**config.mk**
```make
export PLATFORM = sky130hd
export DESIGN_NAME = dma_start_decoder
export DESIGN_NICKNAME = d
export VERILOG_FILES = /design/src/rtl/dmastart_pkg.sv /design/src/rtl/dms_cmd_decode.sv /design/src/rtl/dms_xfer_track.sv /design/src/rtl/dms_req_hs.sv /design/src/rtl/dms_err_flag.sv /design/src/rtl/dma_start_decoder.sv
export SDC_FILE = /design/constraint.sdc
export NUM_CORES = 1
export LEC_CHECK = 0
export BUFFER_PORTS_ARGS = -buffer_cell sky130_fd_sc_hd__buf_2
export CORE_AREA = 3 3 40 42
export DETAILED_ROUTE_END_ITERATION = 7
export DIE_AREA = 0 0 43 45
export GPL_ROUTABILITY_DRIVEN = 0
export GPL_TIMING_DRIVEN = 0
export HOLD_SLACK_MARGIN = 0.12
export SLEW_MARGIN = 40
export SYNTH_ARGS = -nofsm -noshare
export SYNTH_HDL_FRONTEND = slang
export SYNTH_SLANG_ARGS = --single-unit
```
**constraint.sdc**
```tcl
create_clock -name clk -period 2.2 [get_ports clk]
set_clock_uncertainty 0.15 [all_clocks]
set_input_delay 0.33 -clock clk [delete_from_list [all_inputs] [get_ports clk]]
set_output_delay 0.33 -clock clk [all_outputs]
set_load 0.03 [all_outputs]
```
**src/rtl/dmastart_pkg.sv**
```systemverilog
package dmastart_pkg;

    // Mode register bit positions watched by the decoder
    localparam int MB_DMA = 1;
    localparam int MB_TGT = 6;
    localparam int MB_BLK = 7;

    // Start addresses (the initiator-receive address doubles as status clear on read)
    localparam int ADR_SEND  = 5;
    localparam int ADR_TRECV = 6;
    localparam int ADR_IRECV = 7;

    typedef enum logic [1:0] {
        XK_NONE  = 2'd0,
        XK_SEND  = 2'd1,
        XK_TRECV = 2'd2,
        XK_IRECV = 2'd3
    } xfer_kind_e;

    typedef struct packed {
        logic       valid;
        xfer_kind_e kind;
        logic       to_bus;
        logic       target;
        logic       block;
    } start_cmd_t;

    function automatic logic prereq_ok(input xfer_kind_e k, input logic dma_on, input logic tgt);
        logic ok;
        case (k)
            XK_SEND:  ok = dma_on;
            XK_TRECV: ok = dma_on & tgt;
            XK_IRECV: ok = dma_on & ~tgt;
            default:  ok = 1'b0;
        endcase
        return ok;
    endfunction

    function automatic logic kind_is_target(input xfer_kind_e k, input logic tgt);
        return (k == XK_TRECV) | ((k == XK_SEND) & tgt);
    endfunction

endpackage

```
**src/rtl/dms_cmd_decode.sv**
```systemverilog
module dms_cmd_decode
    import dmastart_pkg::*;
#(
    parameter int ADDR_W = 3,
    parameter int MODE_W = 8
) (
    input  logic [ADDR_W-1:0] host_addr,
    input  logic              host_wr,
    input  logic              host_rd,
    input  logic [MODE_W-1:0] mode_bits,
    output start_cmd_t        cmd,
    output logic              bad_start,
    output logic              clr_req
);

    localparam logic [ADDR_W-1:0] A_SEND  = ADDR_W'(ADR_SEND);
    localparam logic [ADDR_W-1:0] A_TRECV = ADDR_W'(ADR_TRECV);
    localparam logic [ADDR_W-1:0] A_IRECV = ADDR_W'(ADR_IRECV);

    xfer_kind_e kind;
    logic       ok;
    logic       mode_unused;

    assign mode_unused = ^mode_bits;

    always_comb begin
        kind = XK_NONE;
        if (host_wr) begin
            if (host_addr == A_SEND)       kind = XK_SEND;
            else if (host_addr == A_TRECV) kind = XK_TRECV;
            else if (host_addr == A_IRECV) kind = XK_IRECV;
        end
    end

    assign ok = prereq_ok(kind, mode_bits[MB_DMA], mode_bits[MB_TGT]);

    always_comb begin
        cmd.valid  = (kind != XK_NONE) && ok;
        cmd.kind   = kind;
        cmd.to_bus = (kind == XK_SEND);
        cmd.target = kind_is_target(kind, mode_bits[MB_TGT]);
        cmd.block  = mode_bits[MB_BLK];
    end

    assign bad_start = (kind != XK_NONE) && !ok;
    assign clr_req   = host_rd && (host_addr == A_IRECV);

endmodule

```
**src/rtl/dms_xfer_track.sv**
```systemverilog
module dms_xfer_track
    import dmastart_pkg::*;
(
    input  logic       clk,
    input  logic       rst,
    input  start_cmd_t cmd,
    input  logic       eop_pulse,
    input  logic       dma_on,
    output logic       active,
    output logic       to_bus,
    output logic       target,
    output logic       block,
    output logic       end_evt,
    output logic       start_fire,
    output logic       stop
);

    logic active_q, to_bus_q, target_q, block_q, end_q;

    assign stop       = active_q & (eop_pulse | ~dma_on);
    assign start_fire = cmd.valid & ~active_q;

    always_ff @(posedge clk) begin
        if (rst) begin
            active_q <= 1'b0;
            to_bus_q <= 1'b0;
            target_q <= 1'b0;
            block_q  <= 1'b0;
            end_q    <= 1'b0;
        end else begin
            end_q <= stop;
            if (stop) begin
                active_q <= 1'b0;
            end else if (start_fire) begin
                active_q <= 1'b1;
                to_bus_q <= cmd.to_bus;
                target_q <= cmd.target;
                block_q  <= cmd.block;
            end
        end
    end

    assign active  = active_q;
    assign to_bus  = to_bus_q;
    assign target  = target_q;
    assign block   = block_q;
    assign end_evt = end_q;

endmodule

```
**src/rtl/dms_req_hs.sv**
```systemverilog
module dms_req_hs (
    input  logic clk,
    input  logic rst,
    input  logic start_fire,
    input  logic stop,
    input  logic ack,
    output logic req
);

    logic req_q;

    always_ff @(posedge clk) begin
        if (rst)                req_q <= 1'b0;
        else if (start_fire)    req_q <= 1'b1;
        else if (ack || stop)   req_q <= 1'b0;
    end

    assign req = req_q;

endmodule

```
**src/rtl/dms_err_flag.sv**
```systemverilog
module dms_err_flag (
    input  logic clk,
    input  logic rst,
    input  logic set,
    input  logic clr,
    output logic flag
);

    logic flag_q;

    always_ff @(posedge clk) begin
        if (rst)      flag_q <= 1'b0;
        else if (set) flag_q <= 1'b1;
        else if (clr) flag_q <= 1'b0;
    end

    assign flag = flag_q;

endmodule

```
**src/rtl/dma_start_decoder.sv**
```systemverilog
module dma_start_decoder
    import dmastart_pkg::*;
#(
    parameter int ADDR_W = 3,
    parameter int DATA_W = 8,
    parameter int MODE_W = 8
) (
    input  logic              clk,
    input  logic              rst,
    input  logic [ADDR_W-1:0] host_addr,
    input  logic              host_wr,
    input  logic              host_rd,
    input  logic [DATA_W-1:0] host_wdata,
    input  logic [MODE_W-1:0] mode_bits,
    input  logic              eop_pulse,
    input  logic              dma_ack,
    output logic              dma_active,
    output logic              dma_to_bus,
    output logic              dma_target,
    output logic              dma_block,
    output logic              dma_req,
    output logic              end_evt,
    output logic              start_err
);

    start_cmd_t cmd;
    logic       bad_start, clr_req, start_fire, stop;
    logic       wdata_unused;

    // Start writes carry no payload
    assign wdata_unused = ^host_wdata;

    dms_cmd_decode #(.ADDR_W(ADDR_W), .MODE_W(MODE_W)) u_dec (
        .host_addr (host_addr),
        .host_wr   (host_wr),
        .host_rd   (host_rd),
        .mode_bits (mode_bits),
        .cmd       (cmd),
        .bad_start (bad_start),
        .clr_req   (clr_req)
    );

    dms_xfer_track u_trk (
        .clk        (clk),
        .rst        (rst),
        .cmd        (cmd),
        .eop_pulse  (eop_pulse),
        .dma_on     (mode_bits[MB_DMA]),
        .active     (dma_active),
        .to_bus     (dma_to_bus),
        .target     (dma_target),
        .block      (dma_block),
        .end_evt    (end_evt),
        .start_fire (start_fire),
        .stop       (stop)
    );

    dms_req_hs u_req (
        .clk        (clk),
        .rst        (rst),
        .start_fire (start_fire),
        .stop       (stop),
        .ack        (dma_ack),
        .req        (dma_req)
    );

    // A refused write only counts as an error when no transfer is running
    dms_err_flag u_err (
        .clk  (clk),
        .rst  (rst),
        .set  (bad_start & ~dma_active),
        .clr  (clr_req),
        .flag (start_err)
    );

endmodule

```
# Word level (Yosys, flattened, before mapping)
# Index checks and enable logic that the tools add are counted.
# word_totals
register_bits,7
inputBits,25
output_inout_bits,7
word_cells,44
# op_classes
eq_ne,6
muxes,9
bitwise_logic,12
n_reduce_logical,10
# ops
operator,n
== test 3 bit (second input constant),3
2-to-1 mux 2 bit,4
AND 1 bit,6
nonzero test 2 bit,3
== test 2 bit (second input constant),2
2-to-1 mux 1 bit,4
inverter 1 bit,4
logical AND 1 bit,3
case mux 1 bit (3 select lines),1
== test 2 x 1 -> 1 bit (second input constant),1
OR 1 bit,2
AND reduction 2 bit,1
OR reduction 2 bit,1
zero test 1 bit,1
logical OR 1 bit,1

# Depth between registers and ports, before layout
# Gate-level depths: netlist of run 1.
# logic_depth
depth_word,11
ltp_mapped,3
ltp_nobuf,3

# By module
# From an unflattened synthesis of run 1, not the netlist that was laid out.
# hier_totals
cells_unflattened,47
area_unflattened_um2,432.9
# by_module_without_submodules
mod,instances,cells_per_inst,area_each_um2
dms_xfer_track,1,22,231.5
dms_cmd_decode,1,16,111.4
dms_err_flag,1,4,38.8
dms_req_hs,1,4,37.5
dma_start_decoder,1,1,13.8

# Worst setup path before layout of run 1
# OpenSTA, ideal clock, no wires.
# synth_timing
path_type,input -> register
from,input host_addr[0]
to,register u_trk.target_q (netlist: u_trk.target)
setup_ns,0.121
arrival_time_ns,1.150
setup_slack_ns,0.779
path_stages,3
path_cell_list,nand3b_1 a211o_1 mux2_4
# synth_via
elab_chain_len,10
word_cells_on_any_way,17
# synth_lines
item,line_no,text
start: declaration,dma_start_decoder.sv:10,"input logic [ADDR_W-1:0] host_addr,"
== test 3 bit,dms_cmd_decode.sv:31,else if (host_addr == A_IRECV) kind = XK_IRECV;
2-to-1 mux 2 bit,dms_cmd_decode.sv:31,
2-to-1 mux 2 bit,dms_cmd_decode.sv:30,else if (host_addr == A_TRECV) kind = XK_TRECV;
2-to-1 mux 2 bit *,dms_cmd_decode.sv:29,if (host_addr == A_SEND) kind = XK_SEND;
2-to-1 mux 2 bit *,dms_cmd_decode.sv:28,if (host_wr) begin
== test 2 bit (tied with other cells),dmastart_pkg.sv:30,case (k)
case mux 1 bit (3 select lines),dmastart_pkg.sv:30,
logical AND 1 bit,dms_cmd_decode.sv:38,cmd.valid = (kind != XK_NONE) && ok;
AND 1 bit,dms_xfer_track.sv:21,assign start_fire = cmd.valid & ~active_q;
AND reduction 2 bit (no source line),--,
end signal: assignment,dms_xfer_track.sv:37,target_q <= cmd.target;
end: declaration,dms_xfer_track.sv:18,"logic active_q, to_bus_q, target_q, block_q, end_q;"
# Every way passes the cells marked *; elsewhere a longest branch is shown, timed or not.
# A chain may end at the register's enable or synchronous reset.

# Worst setup path in the final report of run 1
# layout_timing
from,register u_trk.active_q (netlist: u_trk.active)
to,output dma_active
# layout_rtl
item,line_no,text
start: declaration,dms_xfer_track.sv:18,
start signal: assignment,dms_xfer_track.sv:25,active_q <= 1'b0;
start signal: assignment,dms_xfer_track.sv:33,active_q <= 1'b0;
start signal: assignment,dms_xfer_track.sv:35,active_q <= 1'b1;
end: declaration,dma_start_decoder.sv:17,"output logic dma_active,"
# No word-level cell between the ends.

==> flow_summary.toml, run 1 <==
[synthesis]
ys_warn_count = 0
seq_area_frac_synth = 0.388
synth_edf_count = 0
syn-mean-instance-area_sq_um = 9.77
async_flop_share = 0
synth_common_cells = "dfxtp_1, a21oi_1, nand3b_1, nand2b_1"
synth_fp_nets = 62
ys_seq_elements = 7
syn_area_sq_um = 362
synth_ff_type = "dfxtp_1"
synth_top_area_share = 0.388
syn_inst = 37
synth_largest_area_cell = "dfxtp_1"
synth_area_leaders = "dfxtp_1, nand3b_1, a21oi_1"
synth_most_common_cell = "dfxtp_1"
yosysUniqueCellTypes = 21

[power]
p_clk_frac = 0.399
powerDensity_nw_per_um2 = 582
p_leak_nw = 0.215
pwr-share-seq = 0.456
intPower_mw = 0.219
ir_worst_vdd_mv = 0.292
p_switching_mw = 0.0702
combPwrFrac = 0.145
switching_share = 0.243

[critical_path]
path_max_fanout = 6
worstPathCellList = "buf_2"
crit_family = "flip-flops"
start_kind = "register"
reg2reg_from = "u_trk.active$_SDFFE_PP0P_"
cpPeakStageDelay_ns = 0.42
path_buf_inv = 1
critPathSlowestCell = "dfxtp_1"
worstPathArrival_ns = 0.91
critical_path_class = "register to output pin"
worstPathRequired_ns = 1.72
startpoint = "u_trk.active$_SDFFE_PP0P_"
setup.worst_path.end_class = "output pin"

[route]
wirelength_microns = 789
detail-route-antenna-nets = 0
via_per_inst = 4.72
vias = 349
drtIter0Drc = 4
route.detailed.drc = 0
first_pass_iters = 2
wl_per_cell_microns = 10.7

[placed_design]
post-place-ws_ns = 0.577
dp_hpwl_microns = 638
io_buffer_count = 18

[cells_and_area]
fin_nets = 85
num-fill-cells = 146
areaGrowthSynthToFinish_pct = 37.4
drive_above_1_share = 0.424
antenna_cells = 0

[global_route]
grt_pass1_vias = 297
grt-ovfl-total = 0
grt_max_degree = 10
grt_use_total = 0.0900
grt_pass1_wl_microns = 1240
antenna_found_initial = 0

[clock_tree]
cts_setup_buffers = 0
clock_path_buffers = 2
clk_transition_reported_paths_ns = 0.05
clk_latency_ns = 0.25
h-tree-depth = 1
numClockSinks = 7
hold_buffers = 0
cts_tree = "built"
ctsResizeCount = 0
cts-root-buf = "clkbuf_4"
cts-buffers-inserted = 3

[floorplan]
die_h_microns = 45
initial_core_util = 0.281
dieArea_sq_um = 1940
core.rowCount = 13
core_sq_um = 1280
ios = 32
die_w_microns = 43

[worst_hold_path]
hp-class = "primary input to register"
hold_start = "rst"

[timing]
layout_setup_ws_ns = 0.811
finalCriticalPeriod_ns = 1.39
fmax_mhz = 720
period_share = 0.632
setup_viol = 0
tightest_slew_ns = 0.246
hold_viol_final = 0
slew_viol_final = 0
relSlewSlack = 0.834
rsz0062_at_grt = "false"
setup_tns_ns = 0

[flow_run]
drv_cap = 0

[outcome]
outcome = "finished, final reports clean"
==> path summary, 6_finish.rpt <==
kind                                                   to  slack, ns  cells after the start
worst max-delay path                           dma_active       0.81                      1
worst min register to register  u_trk.to_bus$_SDFFE_PP0P_       0.33                      2
worst max register to register  u_trk.target$_SDFFE_PP0P_       0.98                      2
worst min-delay path            u_trk.active$_SDFFE_PP0P_       0.18                      2
==> sequential cells by signal (all words and copies together) (netlist names) <==
| name | cells |
|---|---|
| u_trk.block | 1 |
| u_trk.end_evt | 1 |
| u_trk.to_bus | 1 |
| u_req.req | 1 |
| u_trk.target | 1 |
| u_err.flag | 1 |
| u_trk.active | 1 |
==> metal layers <==
metal | vias to the layer above | GRT usage | routed length, microns
met3 | 0 | 0.0598 | 76
li1 | 184 | - | -
met2 | 13 | 0.138 | 363
met5 | - | 0 | 0
met1 | 152 | 0.106 | 349
met4 | 0 | 0.0181 | 0
==> power by group through the flow <==
stage               Combinational (mW)  Clock, mW  Sequential, mW
floorplan                       0.0165          0           0.140
global placement                0.0419          0           0.134
detailed placement              0.0424          0           0.134
CTS                             0.0425      0.120           0.132
global route                    0.0463      0.128           0.132
finish                          0.0420      0.115           0.132
==> metrics by stage <==
step	power, mW	hold WS (ns)	utilization	std cells	instance area, sq um
after floorplan	0.157	0.249	-	37	362
after global placement	0.176	0.315	0.366	70	470
after detailed placement	0.177	0.315	0.366	70	470
after CTS	0.294	0.181	0.387	74	497
after global routing	0.306	0.201	0.387	74	497
final	0.289	0.183	0.387	74	497
==> cells by family (layout without fill, tap and decap cells) <==
kind of cell | after synthesis | in the layout | share of synthesized area
AO/OA/AOI/OAI | 9 | 9 | 0.197
multiplexers | 3 | 3 | 0.0969
AND/OR/NAND/NOR | 17 | 17 | 0.308
buffers and inverters | 1 | 23 | 0.0104
flip-flops | 7 | 7 | 0.388
==> area by class of cell <==
| type | instances | area, sq um | area share |
|---|---|---|---|
| Clock buffer | 4 | 26.3 | 0.0529 |
| Sequential cell | 7 | 140 | 0.282 |
| Multi-Input combinational cell | 29 | 218 | 0.438 |
| Inverter | 1 | 3.75 | 0.00756 |
| Tap cell | 15 | 18.8 | 0.0378 |
| Timing Repair Buffer | 18 | 90.1 | 0.181 |
==> layout by cell type, fill, tap and decap left out <==
cell and count:
a211o_1 1, a211oi_2 1, a21bo_4 1, a21oi_1 4, and2b_4 1, buf_2 18, clkbuf_1 1, clkbuf_4 3
dfxtp_1 7, inv_1 1, mux2_4 1, mux2i_1 2, nand2_1 1, nand2b_1 3, nand3_1 1, nand3b_1 4
nand4_1 1, nor2_1 1, nor2b_1 2, nor3_1 1, o21ai_0 1, o41ai_1 1, or2b_1 1, or3b_1 1
(Power assumes the default switching activity.)
==> run 2, diff against run 1 <==
==> constraint.sdc (replaced) <==
create_clock -name clk -period 1.4 [get_ports clk]
set_clock_uncertainty 0.15 [all_clocks]
set_input_delay 0.21 -clock clk [delete_from_list [all_inputs] [get_ports clk]]
set_output_delay 0.21 -clock clk [all_outputs]
set_load 0.03 [all_outputs]
==> flow_summary.toml, run 2 (synthesis gave the netlist of run 1 again) <==
[outcome]
outcome = "finished, final reports clean"

[route]
wl_met2_microns = 402
wirelength_microns = 854
via_per_inst = 4.71
route.detailed.drc = 0
drtIter0Drc = 1
vias = 367
first_pass_iters = 4
met3_length_microns = 73
detail-route-antenna-nets = 0
wl_met1_microns = 377
dr.max_layer_used = "met3"
wl_per_cell_microns = 10.9

[placed_design]
placed_cells = 70
place_area_sq_um = 470
io_buffer_count = 18
dp_hpwl_microns = 638

[flow_run]
drv_cap = 0

[power]
p_leak_nw = 0.232
p_total_mw = 0.463
pwr-share-seq = 0.447
p_clk_frac = 0.391
combPwrFrac = 0.163
switching_share = 0.242
p_switching_mw = 0.112
powerDensity_nw_per_um2 = 863
intPower_mw = 0.351
ir_worst_vdd_mv = 0.459

[cells_and_area]
final_cell_mix = "buf_2, dfxtp_1, nand3b_1, a21oi_1, dlygate4sd3_1"
drive_above_1_share = 0.397
instances_no_fill = 78
antenna_cells = 0
fin_nets = 89
areaGrowthSynthToFinish_pct = 48.4
final_common_cell = "buf_2"
final_area_sq_um = 537

[floorplan]
core_sq_um = 1280
core.rowCount = 13
dieArea_sq_um = 1940
die_w_microns = 43
ios = 32
die_h_microns = 45
initial_core_util = 0.281

[worst_hold_path]
hold_start = "host_rd"
hp-class = "primary input to register"
hold_depth = 4
hold_end = "u_err.flag$_SDFFE_PP0P_"

[timing]
relSlewSlack = 0.834
setup_viol = 0
finalCriticalPeriod_ns = 1.27
fmax_mhz = 785
rsz0062_at_grt = "false"
tightest_slew_ns = 0.246
hold_viol_final = 0
period_share = 0.910
slew_viol_final = 0

[clock_tree]
clock_path_buffers = 2
numClockSinks = 7
cts_tree = "built"
clk_transition_reported_paths_ns = 0.05
h-tree-depth = 1
clk_latency_ns = 0.25
cts-buffers-inserted = 3
cts-root-buf = "clkbuf_4"
ctsResizeCount = 0

[critical_path]
critical_path_class = "register to output pin"
path_max_fanout = 6
path_buf_inv = 1
start_kind = "register"
critPathSlowestCell = "dfxtp_1"
r2r_end = "u_trk.target$_SDFFE_PP0P_"
crit_family = "flip-flops"
setup.worst_path.end_class = "output pin"
cpPeakStageDelay_ns = 0.42
reg2reg_from = "u_trk.active$_SDFFE_PP0P_"
r2r_setup_slack_ns = 0.18
worstPathRequired_ns = 1.04
reg2reg_depth = 2
worstPathCellList = "buf_2"
worstPathArrival_ns = 0.91

[global_route]
grt_max_degree = 8
grt_pass1_wl_microns = 1340
grt_pass1_vias = 323
grt-ovfl-total = 0
grt_use_total = 0.0975
antenna_found_initial = 0
==> run 2: area by class of cell <==
cell class                 count  area, sq um
fill                         142          748
multi-input combinational     29          218
sequential                     7          140
timing repair buffer          22          130
clock buffer                   4         26.3
tap                           15         18.8
inverter                       1         3.75
==> run 2: stage by stage <==
stage	TNS, ns	setup slack (ns)	hold slack (ns)	util
floorplan	0	0.0825	0.129	-
global placement	-0.0917	-0.0917	0.315	0.366
detailed placement	-0.103	-0.103	0.315	0.366
CTS	0	0.113	0.133	0.418
global route	0	0.0635	0.152	0.418
finish	0	0.127	0.135	0.418
==> run 2: layer usage <==
| metal | track usage | vias up |
|---|---|---|
| met5 | 0 | - |
| met4 | 0.0181 | 0 |
| met3 | 0.0598 | 0 |
| met2 | 0.159 | 15 |
| met1 | 0.111 | 162 |
| li1 | - | 190 |
==> run 2: worst max path at each step <==
stage	slack [ns]	endpoint	start	depth (start not counted)
after floorplan	0.08	u_trk.target$_SDFFE_PP0P_	u_trk.active$_SDFFE_PP0P_	2
final	0.13	dma_active	u_trk.active$_SDFFE_PP0P_	1
after global routing	0.06	dma_active	u_trk.active$_SDFFE_PP0P_	1
after CTS	0.11	dma_active	u_trk.active$_SDFFE_PP0P_	1
after detailed placement	-0.10	u_trk.target$_SDFFE_PP0P_	host_addr[0]	4
after global placement	-0.09	u_trk.target$_SDFFE_PP0P_	host_addr[0]	4
==> run 2: power groups by stage <==
| stage | Combinational, mW | Sequential, mW | Clock, mW |
|---|---|---|---|
| 2_1_floorplan | 0.0259 | 0.220 | 0 |
| 3_3_place_gp | 0.0658 | 0.211 | 0 |
| 3_5_place_dp | 0.0666 | 0.211 | 0 |
| 4_1_cts | 0.0751 | 0.207 | 0.189 |
| 5_1_grt | 0.0823 | 0.207 | 0.201 |
| 6_report | 0.0753 | 0.207 | 0.181 |
==> run 2: what timing repair did <==
item,4_1_cts,5_1_grt
setup buffers,0,0
hold buffers,4,0
hold endpoints to repair,4,0
